<file path="src/rtl/fcc_pkg.sv">
package fcc_pkg;

    typedef enum logic [1:0] {
        FT_SINGLE = 2'b00,
        FT_DOUBLE = 2'b01,
        FT_BAD    = 2'b10,
        FT_HALF   = 2'b11
    } ftype_e;

    localparam int NUM_FMT = 3;  // slot 0 half, 1 single, 2 double

    localparam logic [3:0] FLG_EQ = 4'b0110;
    localparam logic [3:0] FLG_LT = 4'b1000;
    localparam logic [3:0] FLG_GT = 4'b0010;
    localparam logic [3:0] FLG_UN = 4'b0011;

    typedef struct packed {
        ftype_e     ftype;
        logic [3:0] cond;
        logic       sig_all;
        logic [3:0] imm;
    } dec_t;

    typedef struct packed {
        logic any_nan;
        logic any_snan;
        logic eq;
        logic lt;
    } cmp_t;

    function automatic int fmt_exp_w(input int slot);
        case (slot)
            0:       return 5;
            1:       return 8;
            default: return 11;
        endcase
    endfunction

    function automatic int fmt_man_w(input int slot);
        case (slot)
            0:       return 10;
            1:       return 23;
            default: return 52;
        endcase
    endfunction

    // flag order: [3]=N [2]=Z [1]=C [0]=V
    function automatic logic cond_holds(input logic [3:0] code, input logic [3:0] f);
        logic base;
        case (code[3:1])
            3'd0: base = f[2];
            3'd1: base = f[1];
            3'd2: base = f[3];
            3'd3: base = f[0];
            3'd4: base = f[1] & ~f[2];
            3'd5: base = (f[3] == f[0]);
            3'd6: base = ~f[2] & (f[3] == f[0]);
            default: base = 1'b1;
        endcase
        if (code[3:1] != 3'd7 && code[0]) base = ~base;
        return base;
    endfunction

endpackage

</file>
<file path="src/rtl/fcc_decode.sv">
module fcc_decode
    import fcc_pkg::*;
(
    input  logic [31:0] instr_i,
    input  logic        half_en_i,
    output dec_t        dec_o,
    output logic [1:0]  slot_o,
    output logic        undef_o
);
    logic shape_ok;
    logic type_ok;

    always_comb begin
        shape_ok = (instr_i[31:29] == 3'b000) && (instr_i[28:24] == 5'b11110) &&
                   instr_i[21] && (instr_i[11:10] == 2'b01);
        dec_o.ftype   = ftype_e'(instr_i[23:22]);
        dec_o.cond    = instr_i[15:12];
        dec_o.sig_all = instr_i[4];
        dec_o.imm     = instr_i[3:0];
        case (dec_o.ftype)
            FT_HALF:   begin type_ok = half_en_i; slot_o = 2'd0; end
            FT_SINGLE: begin type_ok = 1'b1;      slot_o = 2'd1; end
            FT_DOUBLE: begin type_ok = 1'b1;      slot_o = 2'd2; end
            default:   begin type_ok = 1'b0;      slot_o = 2'd1; end
        endcase
        undef_o = ~(shape_ok & type_ok);
    end
endmodule

</file>
<file path="src/rtl/fcc_fmt_cmp.sv">
module fcc_fmt_cmp
    import fcc_pkg::*;
#(
    parameter int EXP_W = 8,
    parameter int MAN_W = 23
) (
    input  logic [EXP_W+MAN_W:0] a_i,
    input  logic [EXP_W+MAN_W:0] b_i,
    output cmp_t                 res_o
);
    localparam int W = 1 + EXP_W + MAN_W;

    logic             sa, sb;
    logic [W-2:0]     ma, mb;
    logic             nan_a, nan_b, snan_a, snan_b, zeros;

    always_comb begin
        sa = a_i[W-1];
        sb = b_i[W-1];
        ma = a_i[W-2:0];
        mb = b_i[W-2:0];
        nan_a  = (&a_i[W-2:MAN_W]) && (|a_i[MAN_W-1:0]);
        nan_b  = (&b_i[W-2:MAN_W]) && (|b_i[MAN_W-1:0]);
        snan_a = nan_a && !a_i[MAN_W-1];
        snan_b = nan_b && !b_i[MAN_W-1];
        zeros  = (ma == '0) && (mb == '0);

        res_o.any_nan  = nan_a | nan_b;
        res_o.any_snan = snan_a | snan_b;
        res_o.eq       = zeros || (a_i == b_i);
        if (zeros)         res_o.lt = 1'b0;
        else if (sa != sb) res_o.lt = sa;
        else if (sa)       res_o.lt = (ma > mb);
        else               res_o.lt = (ma < mb);
    end
endmodule

</file>
<file path="src/rtl/fcc_flag_unit.sv">
module fcc_flag_unit
    import fcc_pkg::*;
(
    input  logic        clk,
    input  logic        rst,
    input  logic        valid_i,
    input  logic [31:0] instr_i,
    input  logic [63:0] opa_i,
    input  logic [63:0] opb_i,
    input  logic        half_en_i,
    output logic [3:0]  flags_o,
    output logic        invalid_o,
    output logic        undef_o
);
    dec_t       dec;
    logic [1:0] slot;
    logic       undef_c;
    cmp_t       res [NUM_FMT];
    cmp_t       sel;
    logic [3:0] cmp_flags;
    logic       pass;
    logic       inv_c;

    fcc_decode dec_i (
        .instr_i   (instr_i),
        .half_en_i (half_en_i),
        .dec_o     (dec),
        .slot_o    (slot),
        .undef_o   (undef_c)
    );

    for (genvar g = 0; g < NUM_FMT; g++) begin : g_fmt
        localparam int EW = fmt_exp_w(g);
        localparam int MW = fmt_man_w(g);
        fcc_fmt_cmp #(.EXP_W(EW), .MAN_W(MW)) cmp_i (
            .a_i   (opa_i[EW+MW:0]),
            .b_i   (opb_i[EW+MW:0]),
            .res_o (res[g])
        );
    end

    always_comb begin
        sel  = res[slot];
        pass = cond_holds(dec.cond, flags_o);
        if (sel.any_nan)  cmp_flags = FLG_UN;
        else if (sel.eq)  cmp_flags = FLG_EQ;
        else if (sel.lt)  cmp_flags = FLG_LT;
        else              cmp_flags = FLG_GT;
        inv_c = sel.any_snan | (dec.sig_all & sel.any_nan);
    end

    always_ff @(posedge clk) begin
        if (rst) begin
            flags_o   <= 4'b0000;
            invalid_o <= 1'b0;
            undef_o   <= 1'b0;
        end else begin
            invalid_o <= 1'b0;
            undef_o   <= 1'b0;
            if (valid_i) begin
                if (undef_c) begin
                    undef_o <= 1'b1;
                end else if (pass) begin
                    flags_o   <= cmp_flags;
                    invalid_o <= inv_c;
                end else begin
                    flags_o <= dec.imm;
                end
            end
        end
    end
endmodule

</file>
<file path="config.mk">
export PLATFORM = sky130hd
export DESIGN_NAME = fcc_flag_unit
export DESIGN_NICKNAME = d
export VERILOG_FILES = /design/src/rtl/fcc_pkg.sv /design/src/rtl/fcc_decode.sv /design/src/rtl/fcc_fmt_cmp.sv /design/src/rtl/fcc_flag_unit.sv
export SDC_FILE = /design/constraint.sdc
export NUM_CORES = 1
export LEC_CHECK = 0
export BUFFER_PORTS_ARGS = -buffer_cell sky130_fd_sc_hd__clkbuf_2
export CAP_MARGIN = 20
export CORE_ASPECT_RATIO = 0.8
export CORE_MARGIN = 4
export CORE_UTILIZATION = 45
export CTS_BUF_LIST = sky130_fd_sc_hd__clkbuf_2 sky130_fd_sc_hd__clkbuf_4 sky130_fd_sc_hd__clkbuf_8
export CTS_CLUSTER_DIAMETER = 200
export DETAILED_ROUTE_END_ITERATION = 8
export PLACE_DENSITY = 0.87
export SLEW_MARGIN = 40
export SYNTH_ARGS = -nofsm -noshare
export SYNTH_HDL_FRONTEND = slang
export SYNTH_SLANG_ARGS = --single-unit
</file>
<file path="constraint.sdc">
create_clock -name clk -period 4.15 [get_ports clk]
set_clock_uncertainty 0.05 [all_clocks]
set_input_delay 0.415 -clock clk [delete_from_list [all_inputs] [get_ports clk]]
set_output_delay 0.415 -clock clk [all_outputs]
set_load 0.02 [all_outputs]
</file>
==> metrics.csv, run 1 <==
metric,value,unit
max_cap_viol_count,0,
finalSetupTns,0,ps
synth.most_common_cell,inv_1,
grt_pass1_vias,3453,
worstPathArrival,2830,ps
syn_to_final_growth,33.33,%
grt_max_degree,9,
synth.area.top_cells,"ha_1, inv_1, nand4_1",
status,"complete, no violations",
p_leak,1.978,nW
grt_usage,23.13,%
fin_nets,779,
antenna_found_initial,0,
max_freq,0.3621,GHz
rsz0062_at_grt,false,
dieArea,7529,um^2
yosysWarnings,0,
drc,0,
core_area,5974,um^2
cts-htree-levels,1,
ctsResizeCount,0,
slowest_stage,nor4_1,
crit_top_cell,nor4_1,
met3_length,694,um
diodes,0,
top_layer,met4,
place_ws,1220,ps
syn_inst,390,
viasPerCell,5.708,
cts_setup_buffers,0,
rows,25,
path_cells,clkbuf_2 > inv_1 > ha_1 > nand4_1 > nor4_1 > nand2_1 > o32a_1 > a211oi_2 > nor4_1 > a31o_1,
place.gp.congestion,0.9148,
vias,3602,
path_max_fanout,3,
drt-total-wl,9080,um
yosysTopAreaCellShare,28.26,%
syn-num-nets,617,
synthFlopType,dfxtp_1,
synth_cell_types,61,
path_clk_slew,40,ps
timing.final.ws_setup,1388,ps
critPathCaptureType,flip-flop,
cts_buffer_depth,2,
ioPinCount,170,
min_period_over_period,66.55,%
synth_edf_count,0,
report.final.slew_viol_count,0,
grt_pass1_wl,14480,um
dpl.hpwl,8299,um
required,4220,ps
worst_pin_slew,685.5,ps
syn_avg_cell_area,7.151,um^2
ys_ff_latch,6,
start_kind,primary input,
fin_crit,2762,ps
synth_common_cells,"inv_1, ha_1, nand4_1",
grt_overflow_total,0,
met2_length,4260,um
drive_gt1_share,33.45,%
maxSlewHeadroom,53.88,%
clock_sinks,6,
cts_tree,built,
first_pass_iters,5,
critical-path-max-stage-delay,660,ps
synthArstFlopShare,0,%
synth_area,2789,um^2
die_w,96.02,um
drtAntennaViolNets,0,
hp-class,primary input to flip-flop,
ys_seq_area_share,4.307,%
crit_type,primary input to flip-flop,
clock_latency,230,ps
die_h,78.42,um
port_buffers,159,
drt_iter0_markers,130,
cts_inserted_buffers,3,
power.density,119.6,nW/um^2
finalSetupViolCount,0,
wl_met1,4005,um
hold_viol,0,
fill_cells,542,
vdd_drop_max,0.08807,mV
ctsHoldBuffers,0,
yosysTopAreaCell,ha_1,
clockRootBuffer,clkbuf_8,
start_util,46.68,%
post_drt_wl_per_cell,14.39,um
state kept, by name, summed over array words and instances, names as in the netlist:
name	count
undef_o	1
flags_o	4
invalid_o	1
routing by layer:
| layer | vias up | global-route usage [%] |
|---|---|---|
| met5 | - | 0 |
| met4 | 0 | 4.830 |
| met3 | 20 | 3.161 |
| met2 | 137 | 40.52 |
| met1 | 1629 | 29.77 |
| li1 | 1816 | - |
cell families (layout without fill, tap and decap cells):
| family | Yosys count | in the layout | synth area share, % |
|---|---|---|---|
| buffers and inverters | 73 | 233 | 9.870 |
| adder cells (fa/ha/maj) | 63 | 63 | 28.26 |
| AO/OA/AOI/OAI | 86 | 86 | 21.94 |
| AND/OR/NAND/NOR | 158 | 158 | 33.87 |
| XOR/XNOR | 3 | 3 | 0.9423 |
| flip-flops | 6 | 6 | 4.307 |
| multiplexers | 1 | 1 | 0.8075 |
per-stage QoR:
stage / instances / util (%) / total power [mW] / hold WS [ps] / instance area (um^2)
final: 631 / 62.24 / 0.4447 / 411.8 / 3719
after global routing: 631 / 62.24 / 0.4874 / 420.4 / 3719
after global placement: 628 / 61.55 / 0.3390 / 476.8 / 3677
after detailed placement: 628 / 61.55 / 0.3518 / 482.0 / 3677
after floorplan: 390 / - / 0.2143 / 531.6 / 2789
after CTS: 631 / 62.24 / 0.4425 / 414.1 / 3719
worst max-delay path: cells and delay by family:
kind                       cells  cell delay (ps)
and+or+nand+nor                4             1120
AOI/OAI and AO/OA              3              870
adders and majority gates      1              290
buffers and inverters          2              140
path summary, 6_finish.rpt:
check | startpoint | to | slack [ps] | depth (start not counted)
worst max-delay path | opb_i[14] | flags_o[3] | 1390 | 10
worst max register to register | flags_o[1] | flags_o[1] | 1930 | 7
worst min register to register | flags_o[0] | flags_o[0] | 490 | 2
worst min-delay path | valid_i | undef_o | 410 | 2
placed cells by master (no fill, tap or decap), types with 4 or more instances in the layout:
cell type,instances
nor3_1,12
a211oi_1,7
inv_1,71
nand4_1,33
ha_1,63
o21a_1,4
nor4_1,26
o21ai_0,10
nor2_1,17
nand2b_1,5
a21oi_1,27
clkbuf_2,159
a221oi_1,6
dfxtp_1,6
nand3_1,12
nand2_1,27
where the power goes:
part	total, mW	switching (mW)	internal (mW)
Clock	0.0895	0.0270	0.0625
Combinational	0.296	0.159	0.138
Sequential	0.0587	0.000191	0.0585
Total	0.445	0.186	0.259
area by class of cell:
cell class,instances,area [um^2],area share (%)
clock buffers,3,41.29,1.110
inverters,71,266.5,7.167
multi-input cells,311,2394,64.37
flip-flops and latches,6,120.1,3.230
well taps,81,101.3,2.725
repair buffers,159,795.8,21.40
Power figures use the tool's default switching activity.
==> run 2: changes to the inputs <==
- CORE_UTILIZATION: 45 -> 41
- PLACE_DENSITY: 0.87 -> 0.84
- clock period: 4.15 -> 2.27 ns (I/O delays scaled with it)
==> run 2 against run 1 <==
The run now ends with negative setup slack left. Sequential power up 82%. Combinational power grew to 2.7 times the previous value. Worst setup slack lost 1600 ps. Final cell count grew 18%. Global-route usage up 3.8 points. Critical path type unchanged. Largest power group unchanged.
==> metrics.csv, run 2 (synthesis results as in run 1) <==
metric,value,unit
status,"complete, but fails checks",
violations,negative setup slack,
switching_share,39.82,%
port_buffers,159,
max_cap_viol_count,0,
worstHoldStart,valid_i,
worstPathArrival,2500,ps
fin_area,4867,um^2
combPwrFrac,74.6,%
p_leak,2.570,nW
top_register,flags_o,
vdd_drop_max,0.1741,mV
min_period_over_period,108.7,%
netSwitchingPower,419.2,uW
grt_pass1_vias,4333,
path_max_fanout,2,
drtAntennaViolNets,0,
critPathCaptureType,flip-flop,
worst_pin_slew,404.5,ps
reg2reg_slack,150,ps
p_clk_share,15.2,%
final_cell_mix,"clkbuf_2, buf_4, inv_1, ha_1, nand4_1",
final_util,74.81,%
r2r-start,flags_o[1],
die_h,81.77,um
slowest_stage,or4b_1,
finalSetupViolCount,3,
dpl.hpwl,9926,um
p_int,633.7,uW
ioPinCount,170,
vias,4242,
die_w,100.2,um
drc,0,
largest_reg_flops,4,
clock_latency,220,ps
syn_to_final_growth,74.52,%
grt_max_degree,9,
drt_iter0_markers,252,
fin_crit,2467,ps
drt-total-wl,11960,um
rsz0062_at_grt,true,
required,2300,ps
crit_family,compound AO/OA/AOI/OAI gates,
critical-path-max-stage-delay,520,ps
start_kind,primary input,
grt_overflow_total,0,
place_ws,-387.2,ps
report.final.slew_viol_count,0,
dieArea,8194,um^2
drive_gt1_share,49.62,%
place.gp.congestion,0.9094,
clockRootBuffer,clkbuf_8,
first_pass_iters,5,
place_area,4492,um^2
core_area,6506,um^2
power.density,216.3,nW/um^2
rows,26,
path_cells,clkbuf_2 > inv_1 > ha_4 > a21oi_1 > o21ai_0 > a221oi_2 > o21ai_1 > or4b_1 > a31o_2 > nand3_1 > o311ai_1,
cts_tree,built,
cts_inserted_buffers,3,
grt_usage,26.89,%
maxSlewHeadroom,72.91,%
start_util,42.87,%
grt_pass1_wl,18400,um
hold_viol,0,
seqPwrFrac,10.2,%
cts_buffer_depth,2,
viasPerCell,5.679,
path_clk_slew,30,ps
fin_nets,892,
final_common_cell,clkbuf_2,
reg_top3,"flags_o: 4 flops, invalid_o: 1 flops, undef_o: 1 flops",
hp-class,primary input to flip-flop,
diodes,0,
max_freq,0.4054,GHz
post_drt_wl_per_cell,16.01,um
startpoint,opb_i[22],
crit_type,primary input to flip-flop,
crit_buf_inv,2,
clock_sinks,6,
timing.final.ws_setup,-196.9,ps
antenna_found_initial,0,
cts-htree-levels,1,
-- run 2: cell types whose count changed in the layout (fill, tap and decap cells not counted), moves of 3 or more --
cell      change
ha_1          -9
buf_2         +3
ha_4          +9
a221oi_1      -4
nor4_2        +3
inv_2         +7
inv_1         -8
clkbuf_2     -14
buf_6        +10
a221oi_2      +3
nor4_1        -4
buf_4       +113
-- run 2: worst reg2reg max path: stages (launching register included) --
cell and delay [ps]:
dfxtp_1 360, inv_1 100, o41ai_2 360, xor2_1 200, o22ai_2 170, buf_4 200
a211oi_1 340, o41ai_1 140, o311ai_1 100
-- run 2: timing repair --
item / in CTS / in global routing
hold buffers: 0 / 0
setup buffers: 2 / 3
pin swaps: 2 / 5
gates cloned: 0 / 0
setup endpoints to repair: 4 / 5
endpoints found under the hold margin: 0 / 0
resized for setup: 16 / 48
-- run 2: worst paths after layout --
check	endpoint	cells after the start
max	flags_o[1]	11
min	undef_o	2
max reg2reg	flags_o[1]	8
min reg2reg	flags_o[0]	2
-- run 2: power groups by stage --
stage               logic [mW]  registers (mW)  clock network (mW)
detailed placement       0.693           0.109                   0
finish                   0.786           0.107               0.160
floorplan                0.282           0.110                   0
CTS                      0.716           0.107               0.162
global route             0.865           0.107               0.173
global placement         0.660           0.109                   0
-- run 2: layout make-up --
cell class,count,area [um^2]
Multi-Input combinational cell,311,2615
Fill cell,521,1639
Clock buffer,3,41.29
Timing Repair Buffer,272,1717
Tap cell,84,105.1
Inverter,71,269.0
Sequential cell,6,120.1
-- run 2: routing by layer --
layer	up-vias	wire [um]	GRT usage, %
li1	2048	-	-
met1	1946	4807	32.90
met2	216	5977	49.87
met3	32	885	3.905
met4	0	291	6.191
met5	-	0	0
-- run 2: metrics by stage --
stage	hold WS, ps	TNS (ps)	power [mW]	cells
after global routing	219.9	-653.3	1.145	747
after detailed placement	452.1	-1449	0.8016	739
final	228.9	-390.5	1.053	747
after global placement	451.4	-1010	0.7693	739
after floorplan	343.6	0	0.3917	390
after CTS	223.6	-214.5	0.9850	744
==> run 3: changes to the inputs <==
==> constraint.sdc (replaced) <==
create_clock -name clk -period 2.27 [get_ports clk]
set_clock_uncertainty 0.05 [all_clocks]
set_input_delay 0.1135 -clock clk [delete_from_list [all_inputs] [get_ports clk]]
set_output_delay 0.1135 -clock clk [all_outputs]
set_load 0.02 [all_outputs]
==> run 3 against run 2 <==
The run now ends clean. Global-route usage is 3.2 points lower. Critical path depth increased by 1. Register-to-register slack about the same. First-iteration DRC count decreased by 50%. Flip-flop and latch count stayed put. Largest cell class unchanged. Critical path type unchanged. Combinational power is 9.7% lower. Wire length fell by 13%. Largest power group unchanged. Core utilization down 3.8 points. Power is 6.4% lower. Via count fell by 8.0%.
==> metrics.csv, run 3 (synthesis results as in run 1) <==
metric,value,unit
status,"complete, no violations",
core_area,6506,um^2
die_h,81.77,um
place.gp.congestion,0.9032,
path_cells,clkbuf_2 > inv_1 > ha_4 > nand4_1 > nor4_4 > buf_4 > a221oi_4 > o21ai_1 > or4b_1 > a31o_2 > nand3_1 > o311ai_1,
cts_buffer_depth,2,
first_pass_iters,4,
timing.final.ws_setup,84.24,ps
grt_max_degree,9,
cts_tree,built,
dieArea,8194,um^2
clockRootBuffer,clkbuf_8,
grt_overflow_total,0,
drt-total-wl,10460,um
vdd_drop_max,0.1924,mV
p_leak,2.434,nW
path_clk_slew,40,ps
path_max_fanout,3,
min_period_over_period,96.29,%
top_register,flags_o,
grt_pass1_wl,16170,um
cts_inserted_buffers,3,
start_kind,primary input,
max_cap_viol_count,0,
viasPerCell,5.413,
diodes,0,
reg_top3,"flags_o: 4 flops, invalid_o: 1 flops, undef_o: 1 flops",
antenna_found_initial,0,
slowest_stage,or4b_1,
fin_nets,866,
hold_viol,0,
drive_gt1_share,47.25,%
clock_sinks,6,
clock_latency,230,ps
finalSetupTns,0,ps
ioPinCount,170,
crit_buf_inv,3,
start_util,42.87,%
hp-class,primary input to flip-flop,
rows,26,
cts-htree-levels,1,
power.density,213.5,nW/um^2
post_drt_wl_per_cell,14.50,um
dp_cells,713,
worst_pin_slew,463.6,ps
drtAntennaViolNets,0,
finalSetupViolCount,0,
final_cell_mix,"clkbuf_2, buf_4, inv_1, ha_1, nand4_1",
syn_to_final_growth,65.55,%
vias,3903,
worstPathArrival,2230,ps
critical-path-max-stage-delay,510,ps
total_power,985.8,uW
place_ws,-259.3,ps
maxSlewHeadroom,68.98,%
report.final.slew_viol_count,0,
crit_family,simple AND/OR/NAND/NOR gates,
dpl.hpwl,9291,um
drt_iter0_markers,125,
critPathCaptureType,flip-flop,
grt_usage,23.72,%
max_freq,0.4575,GHz
final_common_cell,clkbuf_2,
port_buffers,159,
fin_crit,2186,ps
largest_reg_flops,4,
drc,0,
die_w,100.2,um
finalNonFillerCells,721,
grt_pass1_vias,3853,
required,2310,ps
rsz0062_at_grt,true,
crit_type,primary input to flip-flop,
-- run 3: changes by cell type in the layout (fill, tap and decap cells not counted), sizes merged --
cell    change
buf        -38
clkbuf     +12
-- run 3: where the power goes --
group | internal [mW] | switching [mW] | total, mW | leakage [nW]
combinational | 0.367 | 0.343 | 0.710 | 2.36
clock | 0.115 | 0.0537 | 0.168 | 0.0216
sequential | 0.107 | 0.000337 | 0.107 | 0.0486
-- run 3: repair_timing --
| action | in CTS | in global routing |
|---|---|---|
| buffers inserted | 3 | 2 |
| setup endpoints to repair | 3 | 4 |
| pin swaps | 9 | 6 |
| resized for setup | 13 | 28 |
| hold buffers | 0 | 0 |
-- run 3: worst paths after layout --
path               from         end  slack, ps  cells after the start
max           opb_i[29]  flags_o[1]         80                     12
min             valid_i     undef_o        100                      2
max reg2reg  flags_o[1]  flags_o[1]        150                      7
min reg2reg  flags_o[0]  flags_o[0]        520                      2
-- run 3: area by class of cell --
type	count	area, um^2
timing repair buffer	246	1461
inverter	71	266.5
multi-input combinational	311	2623
sequential	6	120.1
tap	84	105.1
clock buffer	3	41.29
fill	549	1889
-- run 3: worst reg2reg max path: cells and delay by family (launching register included) --
kind | cells | cell delay [ps]
AO/OA/AOI/OAI | 5 | 1260
XOR/XNOR | 1 | 200
buffers and inverters | 1 | 100
flip-flops | 1 | 370
-- run 3: stage by stage --
step | area [um^2] | hold WS (ps) | util, %
detailed placement | 4297 | 341.5 | 66.04
global route | 4617 | 116.4 | 70.96
CTS | 4441 | 107.8 | 68.25
finish | 4617 | 104.5 | 70.96
global placement | 4297 | 338.4 | 66.04
floorplan | 2789 | 230.1 | -
-- run 3: routing by layer --
metal	part of all wire, %	wire, um	GRT usage (%)	up-vias
met5	0	0	0	-
met4	1.5	162	4.711	0
met3	7.5	780	3.226	20
met2	48	5007	43.19	146
met1	43	4507	30.04	1748
li1	-	-	-	1989
